===== config.mk =====
export PLATFORM = sky130hd
export DESIGN_NAME = baud_divider
export DESIGN_NICKNAME = d
export VERILOG_FILES = /design/src/rtl/baud_divider_pkg.sv /design/src/rtl/baud_divider_regs.sv /design/src/rtl/baud_divider_tick.sv /design/src/rtl/baud_divider_count.sv /design/src/rtl/baud_divider.sv
export SDC_FILE = /design/constraint.sdc
export NUM_CORES = 1
export LEC_CHECK = 0
export ABC_CLOCK_PERIOD_IN_PS = 2300
export BUFFER_PORTS_ARGS = -buffer_cell sky130_fd_sc_hd__buf_2
export CAP_MARGIN = 20
export CORE_ASPECT_RATIO = 1.5
export CORE_MARGIN = 4
export CORE_UTILIZATION = 53
export CTS_CLUSTER_DIAMETER = 40
export DETAILED_ROUTE_END_ITERATION = 10
export GPL_ROUTABILITY_DRIVEN = 0
export HOLD_SLACK_MARGIN = 0.02
export PLACE_DENSITY = 0.84
export SETUP_SLACK_MARGIN = 0.2
export SYNTH_ARGS = -nofsm -noshare
export SYNTH_HDL_FRONTEND = slang
export SYNTH_SLANG_ARGS = --single-unit

===== constraint.sdc =====
create_clock -name clk -period 2.3 [get_ports clk]
set_clock_uncertainty 0.1 [all_clocks]
set_input_delay 0.23 -clock clk [delete_from_list [all_inputs] [get_ports clk]]
set_output_delay 0.23 -clock clk [all_outputs]
set_load 0.01 [all_outputs]

===== src/rtl/baud_divider_pkg.sv =====
// Package: baud_divider_pkg
// Shared register addresses and control bit positions for the baud divider.
// Assumes a 2-bit register address space with byte-wide writes.
package baud_divider_pkg;

    // Register select codes seen on the write port
    typedef enum logic [1:0] {
        SEL_TC_LO = 2'd0,
        SEL_TC_HI = 2'd1,
        SEL_CTRL  = 2'd2,
        SEL_NONE  = 2'd3
    } reg_sel_e;

    // Control register bit positions
    localparam int unsigned CTRL_RUN_BIT = 0;
    localparam int unsigned CTRL_SRC_BIT = 1;

    // Decoded control state
    typedef struct packed {
        logic src_proc;   // 1 = processor clock, 0 = external pin
        logic run;        // 1 = generator running
    } ctrl_t;

endpackage


===== src/rtl/baud_divider_regs.sv =====
// Module: baud_divider_regs
// Holds the programmable time constant, split into byte lanes, plus the
// control bits. Each byte lane is written on its own address.
// Assumes: writes land on the rising edge where wr_en is high. Reset clears
// everything, which leaves the generator disabled on the external source.
module baud_divider_regs
    import baud_divider_pkg::*;
#(
    parameter int unsigned BYTE_W  = 8,
    parameter int unsigned N_BYTES = 2,
    localparam int unsigned TC_W   = BYTE_W * N_BYTES
) (
    input  logic              clk,
    input  logic              rst_n,
    input  logic              wr_en,
    input  logic [1:0]        wr_addr,
    input  logic [BYTE_W-1:0] wr_data,
    output logic [TC_W-1:0]   tc,
    output ctrl_t             ctrl
);

    // One register per time-constant byte, each on its own address
    for (genvar g = 0; g < N_BYTES; g++) begin : g_lane
        logic [BYTE_W-1:0] lane_q;

        // Capture this byte when its address is written
        always_ff @(posedge clk) begin
            if (!rst_n) begin
                lane_q <= '0;
            end else if (wr_en && (wr_addr == 2'(g))) begin
                lane_q <= wr_data;
            end
        end

        assign tc[g*BYTE_W +: BYTE_W] = lane_q;
    end

    // Control register: enable and source select
    always_ff @(posedge clk) begin
        if (!rst_n) begin
            ctrl <= '0;
        end else if (wr_en && (wr_addr == SEL_CTRL)) begin
            ctrl.run      <= wr_data[CTRL_RUN_BIT];
            ctrl.src_proc <= wr_data[CTRL_SRC_BIT];
        end
    end

endmodule


===== src/rtl/baud_divider_tick.sv =====
// Module: baud_divider_tick
// Produces a one-cycle tick from the selected source. With the processor
// clock the tick is high on every cycle. With the external pin it is high
// for one cycle after each synchronized rising edge.
// Assumes: ext_clk is asynchronous and its high and low phases each last
// at least two system clock cycles.
module baud_divider_tick #(
    parameter int unsigned SYNC_STAGES = 2
) (
    input  logic clk,
    input  logic rst_n,
    input  logic ext_clk,
    input  logic src_proc,
    output logic tick
);

    logic [SYNC_STAGES-1:0] sync_q;
    logic                   last_q;
    logic                   ext_rise;

    // First synchronizer stage samples the asynchronous pin
    always_ff @(posedge clk) begin
        if (!rst_n) sync_q[0] <= 1'b0;
        else        sync_q[0] <= ext_clk;
    end

    // Remaining synchronizer stages
    for (genvar s = 1; s < SYNC_STAGES; s++) begin : g_sync
        always_ff @(posedge clk) begin
            if (!rst_n) sync_q[s] <= 1'b0;
            else        sync_q[s] <= sync_q[s-1];
        end
    end

    // Remember the previous synchronized level for edge detection
    always_ff @(posedge clk) begin
        if (!rst_n) last_q <= 1'b0;
        else        last_q <= sync_q[SYNC_STAGES-1];
    end

    // Rising-edge detect and source selection
    always_comb begin
        ext_rise = sync_q[SYNC_STAGES-1] & ~last_q;
        tick     = src_proc ? 1'b1 : ext_rise;
    end

endmodule


===== src/rtl/baud_divider_count.sv =====
// Module: baud_divider_count
// Down counter with reload. While running, each tick lowers the count by
// one. A tick at zero reloads the time constant, toggles the baud output
// and raises the zero pulse for one cycle. While stopped, the count follows
// the time constant and both outputs are low.
// Assumes: tc stays stable for the whole count, except at a reload.
module baud_divider_count #(
    parameter int unsigned TC_W = 16
) (
    input  logic            clk,
    input  logic            rst_n,
    input  logic            run,
    input  logic            tick,
    input  logic [TC_W-1:0] tc,
    output logic [TC_W-1:0] count,
    output logic            baud_out,
    output logic            zero_pulse
);

    logic at_zero;

    // Detect the terminal count
    always_comb begin
        at_zero = (count == '0);
    end

    // Count, reload and toggle state
    always_ff @(posedge clk) begin
        if (!rst_n) begin
            count      <= '0;
            baud_out   <= 1'b0;
            zero_pulse <= 1'b0;
        end else if (!run) begin
            count      <= tc;
            baud_out   <= 1'b0;
            zero_pulse <= 1'b0;
        end else begin
            zero_pulse <= 1'b0;
            if (tick) begin
                if (at_zero) begin
                    count      <= tc;
                    baud_out   <= ~baud_out;
                    zero_pulse <= 1'b1;
                end else begin
                    count <= count - 1'b1;
                end
            end
        end
    end

endmodule


===== src/rtl/baud_divider.sv =====
// Module: baud_divider
// Top level of the programmable baud rate generator. It joins the register
// file, the tick source and the down counter.
// Assumes: a single system clock; ext_clk is asynchronous to it.
module baud_divider
    import baud_divider_pkg::*;
#(
    parameter int unsigned BYTE_W      = 8,
    parameter int unsigned SYNC_STAGES = 2,
    localparam int unsigned TC_W       = 2 * BYTE_W
) (
    input  logic              clk,
    input  logic              rst_n,
    input  logic              ext_clk,
    input  logic              wr_en,
    input  logic [1:0]        wr_addr,
    input  logic [BYTE_W-1:0] wr_data,
    output logic              baud_out,
    output logic              zero_pulse
);

    logic [TC_W-1:0] tc_val;
    logic [TC_W-1:0] count_q;
    ctrl_t           ctrl_q;
    logic            tick;
    logic            run_en;

    assign run_en = ctrl_q.run;

    baud_divider_regs #(
        .BYTE_W  (BYTE_W),
        .N_BYTES (2)
    ) u_regs (
        .clk     (clk),
        .rst_n   (rst_n),
        .wr_en   (wr_en),
        .wr_addr (wr_addr),
        .wr_data (wr_data),
        .tc      (tc_val),
        .ctrl    (ctrl_q)
    );

    baud_divider_tick #(
        .SYNC_STAGES (SYNC_STAGES)
    ) u_tick (
        .clk      (clk),
        .rst_n    (rst_n),
        .ext_clk  (ext_clk),
        .src_proc (ctrl_q.src_proc),
        .tick     (tick)
    );

    baud_divider_count #(
        .TC_W (TC_W)
    ) u_count (
        .clk        (clk),
        .rst_n      (rst_n),
        .run        (run_en),
        .tick       (tick),
        .tc         (tc_val),
        .count      (count_q),
        .baud_out   (baud_out),
        .zero_pulse (zero_pulse)
    );

endmodule


==> impl_metrics.yaml, run 1 <==
status:
  status: "complete, no violations"
synth:
  synth.yosys.seq_area_share_pct: 41.0
  avgSynthCellArea_um2: 8.55
  synthTopCellsByArea: "dfxtp_1 41%, mux2i_1 10%, nor2_1 5.5%"
  async_flop_share_pct: 0
  synth_flop_cell: "dfxtp_1"
  synth-seq-cells: 39
  synthAdderAreaFrac_pct: 1.31
  yosysTopAreaCellShare_pct: 41.0
  synthSimpleGateAreaFrac_pct: 27.8
  synth-compound-area-share_pct: 15.9
  synth_top_family_by_area: "simple AND/OR/NAND/NOR gates"
  synthDistinctLibCells: 45
  synth_xor_area_share_pct: 0
  synth_edf_count: 0
  syn-num-nets: 239
  synthMuxAreaShare_pct: 9.98
  netlist_top_cells_count: "39 x dfxtp_1, 28 x nor2_1, 19 x mux2i_1, 16 x a21oi_1, 12 x nor3_1"
  synth_area_leader_cell: "dfxtp_1"
  yosysMostFrequentCell: "dfxtp_1"
  yosys_warnings: 0
  syn_inst: 223
  syn_area_mm2: 0.00191
timing:
  worstMarginPinSlew_ns: 0.575
  final-setup-viol-count: 0
  fmax_mhz: 484
  worst_slack_ns: 0.233
  slew_viol_final: 0
  slew_headroom_pct: 61.6
  period_needed_ns: 2.07
  rsz0062_at_grt: "false"
  finalSetupTns_ns: 0
  finalCritPeriodShare_pct: 89.9
  finalHoldViolations: 0
route:
  drcViolationCount: 0
  drt_iter0_drc: 60
  wl_um: 4660
  first_pass_iters: 4
  ant_nets: 0
  viasPerCell: 6.21
  wl_per_cell_um: 16.4
  vias: 1763
clock_tree:
  cts_sinks: 39
  clkTransAtPathRegs_ns: 0.07
  numCtsBuffers: 5
  clockBufferDepth: 2
  htree_levels: 2
  insertion_delay_ns: 0.29
  cts_tree: "built"
  cts.root.buffer_cell: "clkbuf_8"
floorplan:
  rows: 26
  dieArea_mm2: 0.00464
  io_pins: 16
  fp.dieW_um: 57.0
  core_mm2: 0.00345
  start_util_pct: 55.3
  dieHeight_um: 81.4
global_routing:
  grtUsageTotal_pct: 20.9
  antenna_found_initial: 0
  grt_pass1_vias: 1619
  grt_pass1_wl_um: 7450
  met1_usage_pct: 23.0
  grt_max_degree: 24
  grtUsageMet3_pct: 4.56
  grt_use_met2_pct: 35.6
  busiest_layer: "met2"
  gr-total-overflow: 0
cells_and_area:
  multiInputGateArea_mm2: 0.00109
  fill_cells: 295
  insertedDiodeCount: 0
  drive_gt1_share_pct: 19.4
  seq_area_um2: 783
  syn2layout_area_growth_pct: 13.9
  finalNetCount: 259
  design_area_mm2: 0.00217
pwr:
  vdd_drop_max_v: 0.000702
  powerDensity_mw_per_mm2: 645
  p_total_w: 0.00140
  p_leak_nw: 0.857
run:
  timing.max_cap.violations: 0
critical_path:
  crit_path_start_kind: "flip-flop"
  critPathMaxFanout: 4
  end_kind: "flip-flop"
  critPathArrivalTime_ns: 2.15
  critPathKind: "reg2reg"
  r2r_slack_ns: 0.23
  worstPathRequired_ns: 2.38
placement:
  dp_hpwl_um: 3240
  port_buffers: 15
  post-place-ws_ns: 0.149
  placed_area_mm2: 0.00203
min_path:
  hp-class: "in2reg"
## timing repair
action	in CTS	in global routing
hold buffers	0	0
gates resized for setup	1	10
pin swaps	0	1
endpoints found under the setup margin	1	12
setup buffers	0	3
## per-stage QoR
stage                     hold slack (ns)  utilization, %  std cells
after detailed placement            0.329            59.0        275
after floorplan                     0.257               -        223
after CTS                          0.0404            61.3        281
after global routing               0.0362            63.0        284
final                              0.0483            63.0        284
after global placement              0.329            59.0        275
## critical path, stage by stage (launching register included)
cell and delay [ns]:
dfxtp_2 0.34, inv_2 0.09, ha_2 0.21, or3b_4 0.41, buf_4 0.16, nor3_1 0.30
nand3_1 0.13, a21oi_1 0.16, nor3_1 0.07
## path summary, 6_finish.rpt
check / to / from / depth (start not counted)
worst max register to register: u_count.count[8] / u_count.count[0] / 8
worst max-delay path: u_count.count[8] / u_count.count[0] / 8
worst min-delay path: u_tick.sync_q[0] / ext_clk / 2
worst min register to register: u_tick.sync_q[1] / u_tick.sync_q[0] / 1
## layer usage
metal	share of wire [%]	up-vias	routed length [um]
met5	0	-	0
met4	4.7	0	219
met3	5.3	22	247
met2	50	80	2350
met1	40	802	1840
li1	-	859	-
## layout make-up
class / count / area share [%]
Timing Repair Buffer: 26 / 7.26
Clock buffer: 6 / 3.34
Multi-Input combinational cell: 166 / 50.0
Tap cell: 42 / 2.42
Inverter: 5 / 0.865
Sequential cell: 39 / 36.1
## power breakdown
| group | internal [W] | switching, W | leakage [nW] | total [W] |
|---|---|---|---|---|
| combinational | 0.000107 | 0.000151 | 0.502 | 0.000258 |
| clock | 0.000202 | 0.000215 | 0.0371 | 0.000417 |
| sequential | 0.000699 | 0.0000256 | 0.318 | 0.000725 |
| total | 0.00101 | 0.000391 | 0.857 | 0.00140 |
## cells by family (layout without fill, tap and decap cells)
group	Yosys count	count (layout)
buf+inv	18	37
compound gates	50	50
flops	39	39
simple gates	95	95
fa+ha+maj	2	2
mux	19	19
## sequential cells by signal, summed over array words and instances, names as in the netlist
signal / flops
u_count.zero_pulse: 1
u_count.count: 16
u_tick.sync_q: 2
u_regs.g_lane.lane_q: 16
u_regs.ctrl: 2
u_count.baud_out: 1
u_tick.last_q: 1
## placed cells by master, fill, tap and decap left out, drive strengths merged, types with 3 or more instances in the layout
cell and count:
a211oi 3, a21oi 16, a41oi 3, and2 6
buf 26, clkbuf 6, dfxtp 39, inv 4
mux2i 19, nand2 9, nand3 9, nand4 3
nor2 28, nor3 14, nor3b 4, nor4 8
o21ai 17, or3 3
Power figures use the tool's default switching activity.
==> run 2: changes to the inputs <==
--- a/config.mk
+++ b/config.mk
@@ -9,7 +9,7 @@
 export BUFFER_PORTS_ARGS = -buffer_cell sky130_fd_sc_hd__buf_2
 export CAP_MARGIN = 20
 export CORE_ASPECT_RATIO = 1.5
-export CORE_MARGIN = 4
+export CORE_MARGIN = 1
 export CORE_UTILIZATION = 53
 export CTS_CLUSTER_DIAMETER = 40
 export DETAILED_ROUTE_END_ITERATION = 10
==> run 2 against run 1 <==
Compared with the run above: sequential power about the same; final area fell by 0.92%; utilization about the same; clock power rose by 15%; register-to-register slack better by 0.05 ns; via count down 1.9%; routed wire length down 7.7%; global-route usage rose by 3.3 points; total power is 3.1% higher; worst setup slack better by 0.053 ns; non-clock buffer count decreased by 3.
==> impl_metrics.yaml, run 2 (same netlist as run 1, synthesis figures left out) <==
route:
  drt_iter0_drc: 67
  wl_per_cell_um: 15.2
  vias: 1730
  ant_nets: 0
  first_pass_iters: 4
  drcViolationCount: 0
  wl_um: 4300
  viasPerCell: 6.11
clock_tree:
  clockBufferDepth: 2
  htree_levels: 2
  clkTransAtPathRegs_ns: 0.08
  cts_sinks: 39
  cts.root.buffer_cell: "clkbuf_8"
  cts_setup_buffers: 0
  cts_tree: "built"
  insertion_delay_ns: 0.29
  numCtsBuffers: 5
floorplan:
  io_pins: 16
  rows: 26
  start_util_pct: 55.8
  fp.dieW_um: 51.0
  core_mm2: 0.00342
  dieArea_mm2: 0.00384
  dieHeight_um: 75.4
timing:
  rsz0062_at_grt: "false"
  finalCritPeriodShare_pct: 87.6
  slew_viol_final: 0
  whs_ns: 0.0393
  slew_headroom_pct: 62.5
  finalSetupTns_ns: 0
  fmax_mhz: 496
  final-setup-viol-count: 0
  period_needed_ns: 2.01
  worstMarginPinSlew_ns: 0.562
  finalHoldViolations: 0
pwr:
  p_leak_nw: 0.850
  powerDensity_mw_per_mm2: 671
  p_total_w: 0.00144
  vdd_drop_max_v: 0.000738
critical_path:
  critPathArrivalTime_ns: 2.11
  r2r_slack_ns: 0.29
  crit_path_start_kind: "flip-flop"
  critPathMaxStageDelay_ns: 0.53
  path_buf_inv: 0
  path_delay_family: "compound AO/OA/AOI/OAI gates"
  critPathKind: "reg2reg"
  end_kind: "flip-flop"
  cp_cell_sequence: "nor4_2 -> a41oi_2 -> a41o_1 -> a221oi_1"
  critPathMaxFanout: 8
  worstPathRequired_ns: 2.40
  cp_slowest_cell: "nor4_2"
cells_and_area:
  drive_gt1_share_pct: 17.4
  multiInputGateArea_mm2: 0.00107
  final_common_cell: "dfxtp_1"
  largest_registers: "u_count.count x16, u_regs.g_lane.lane_q x16"
  syn2layout_area_growth_pct: 12.9
  finalNetCount: 256
  seq_area_um2: 781
  fill_cells: 285
  final_cell_mix: "39 x dfxtp_1, 28 x nor2_1, 19 x mux2i_1"
  insertedDiodeCount: 0
global_routing:
  gr-total-overflow: 0
  antenna_found_initial: 0
  grtUsageTotal_pct: 24.2
  grt_pass1_wl_um: 6910
  grt_max_degree: 27
  grt_pass1_vias: 1519
status:
  status: "complete, no violations"
placement:
  port_buffers: 15
  dp_hpwl_um: 3100
min_path:
  hp-class: "in2reg"
run:
  timing.max_cap.violations: 0
run 2: cell count changes in the layout (fill, tap and decap cells not counted), moves of 2 or more:
cell	delta
nor3_2	+2
dfxtp_2	-2
nor3_4	-2
dfxtp_1	+2
buf_4	-3
run 2: timing repair:
action,CTS,global route
setup endpoints to repair,2,12
resized for setup,2,3
pin swaps,0,1
hold buffers,0,0
run 2: worst paths after layout:
path / from / endpoint / cells past startpoint
worst min register to register: u_tick.sync_q[0] / u_tick.sync_q[1] / 1
worst max register to register: u_count.count[9] / u_count.count[5] / 4
worst max-delay path: u_count.count[9] / u_count.count[5] / 4
worst min-delay path: ext_clk / u_tick.sync_q[0] / 2
run 2: metrics by stage:
step           instance area [um2]  std cells  setup slack (ns)  utilization [%]
2_1_floorplan                 1910        223             0.324                -
3_3_place_gp                  2030        275             0.262             59.6
3_5_place_dp                  2030        275             0.137             59.6
4_1_cts                       2140        283             0.230             62.6
5_1_grt                       2150        283             0.210             63.0
6_report                      2150        283             0.286             63.0
run 2: cell type report:
type                    count  share of cell area [%]
flip-flops and latches     39                    36.3
clock inverters             1                   0.407
repair buffers             23                    6.28
multi-input cells         166                    49.7
inverters                   5                   0.873
clock buffers               7                    4.01
well taps                  42                    2.44
run 2: worst reg2reg max path, stage by stage, from the launching register on:
cell	delay, ns
dfxtp_1	0.36
nor4_2	0.53
a41oi_2	0.35
a41o_1	0.31
a221oi_1	0.27
run 2: routing by layer:
| layer | wire, um | GRT usage [%] |
|---|---|---|
| met3 | 183 | 3.99 |
| met2 | 2130 | 41.4 |
| met4 | 186 | 15.7 |
| met1 | 1800 | 27.8 |
| met5 | 0 | 0 |
run 2: power breakdown:
part | internal [W] | switching [W] | leakage [nW]
combinational | 0.000100 | 0.000139 | 0.485
clock | 0.000245 | 0.000235 | 0.0484
sequential | 0.000699 | 0.0000249 | 0.317
total | 0.00104 | 0.000399 | 0.850
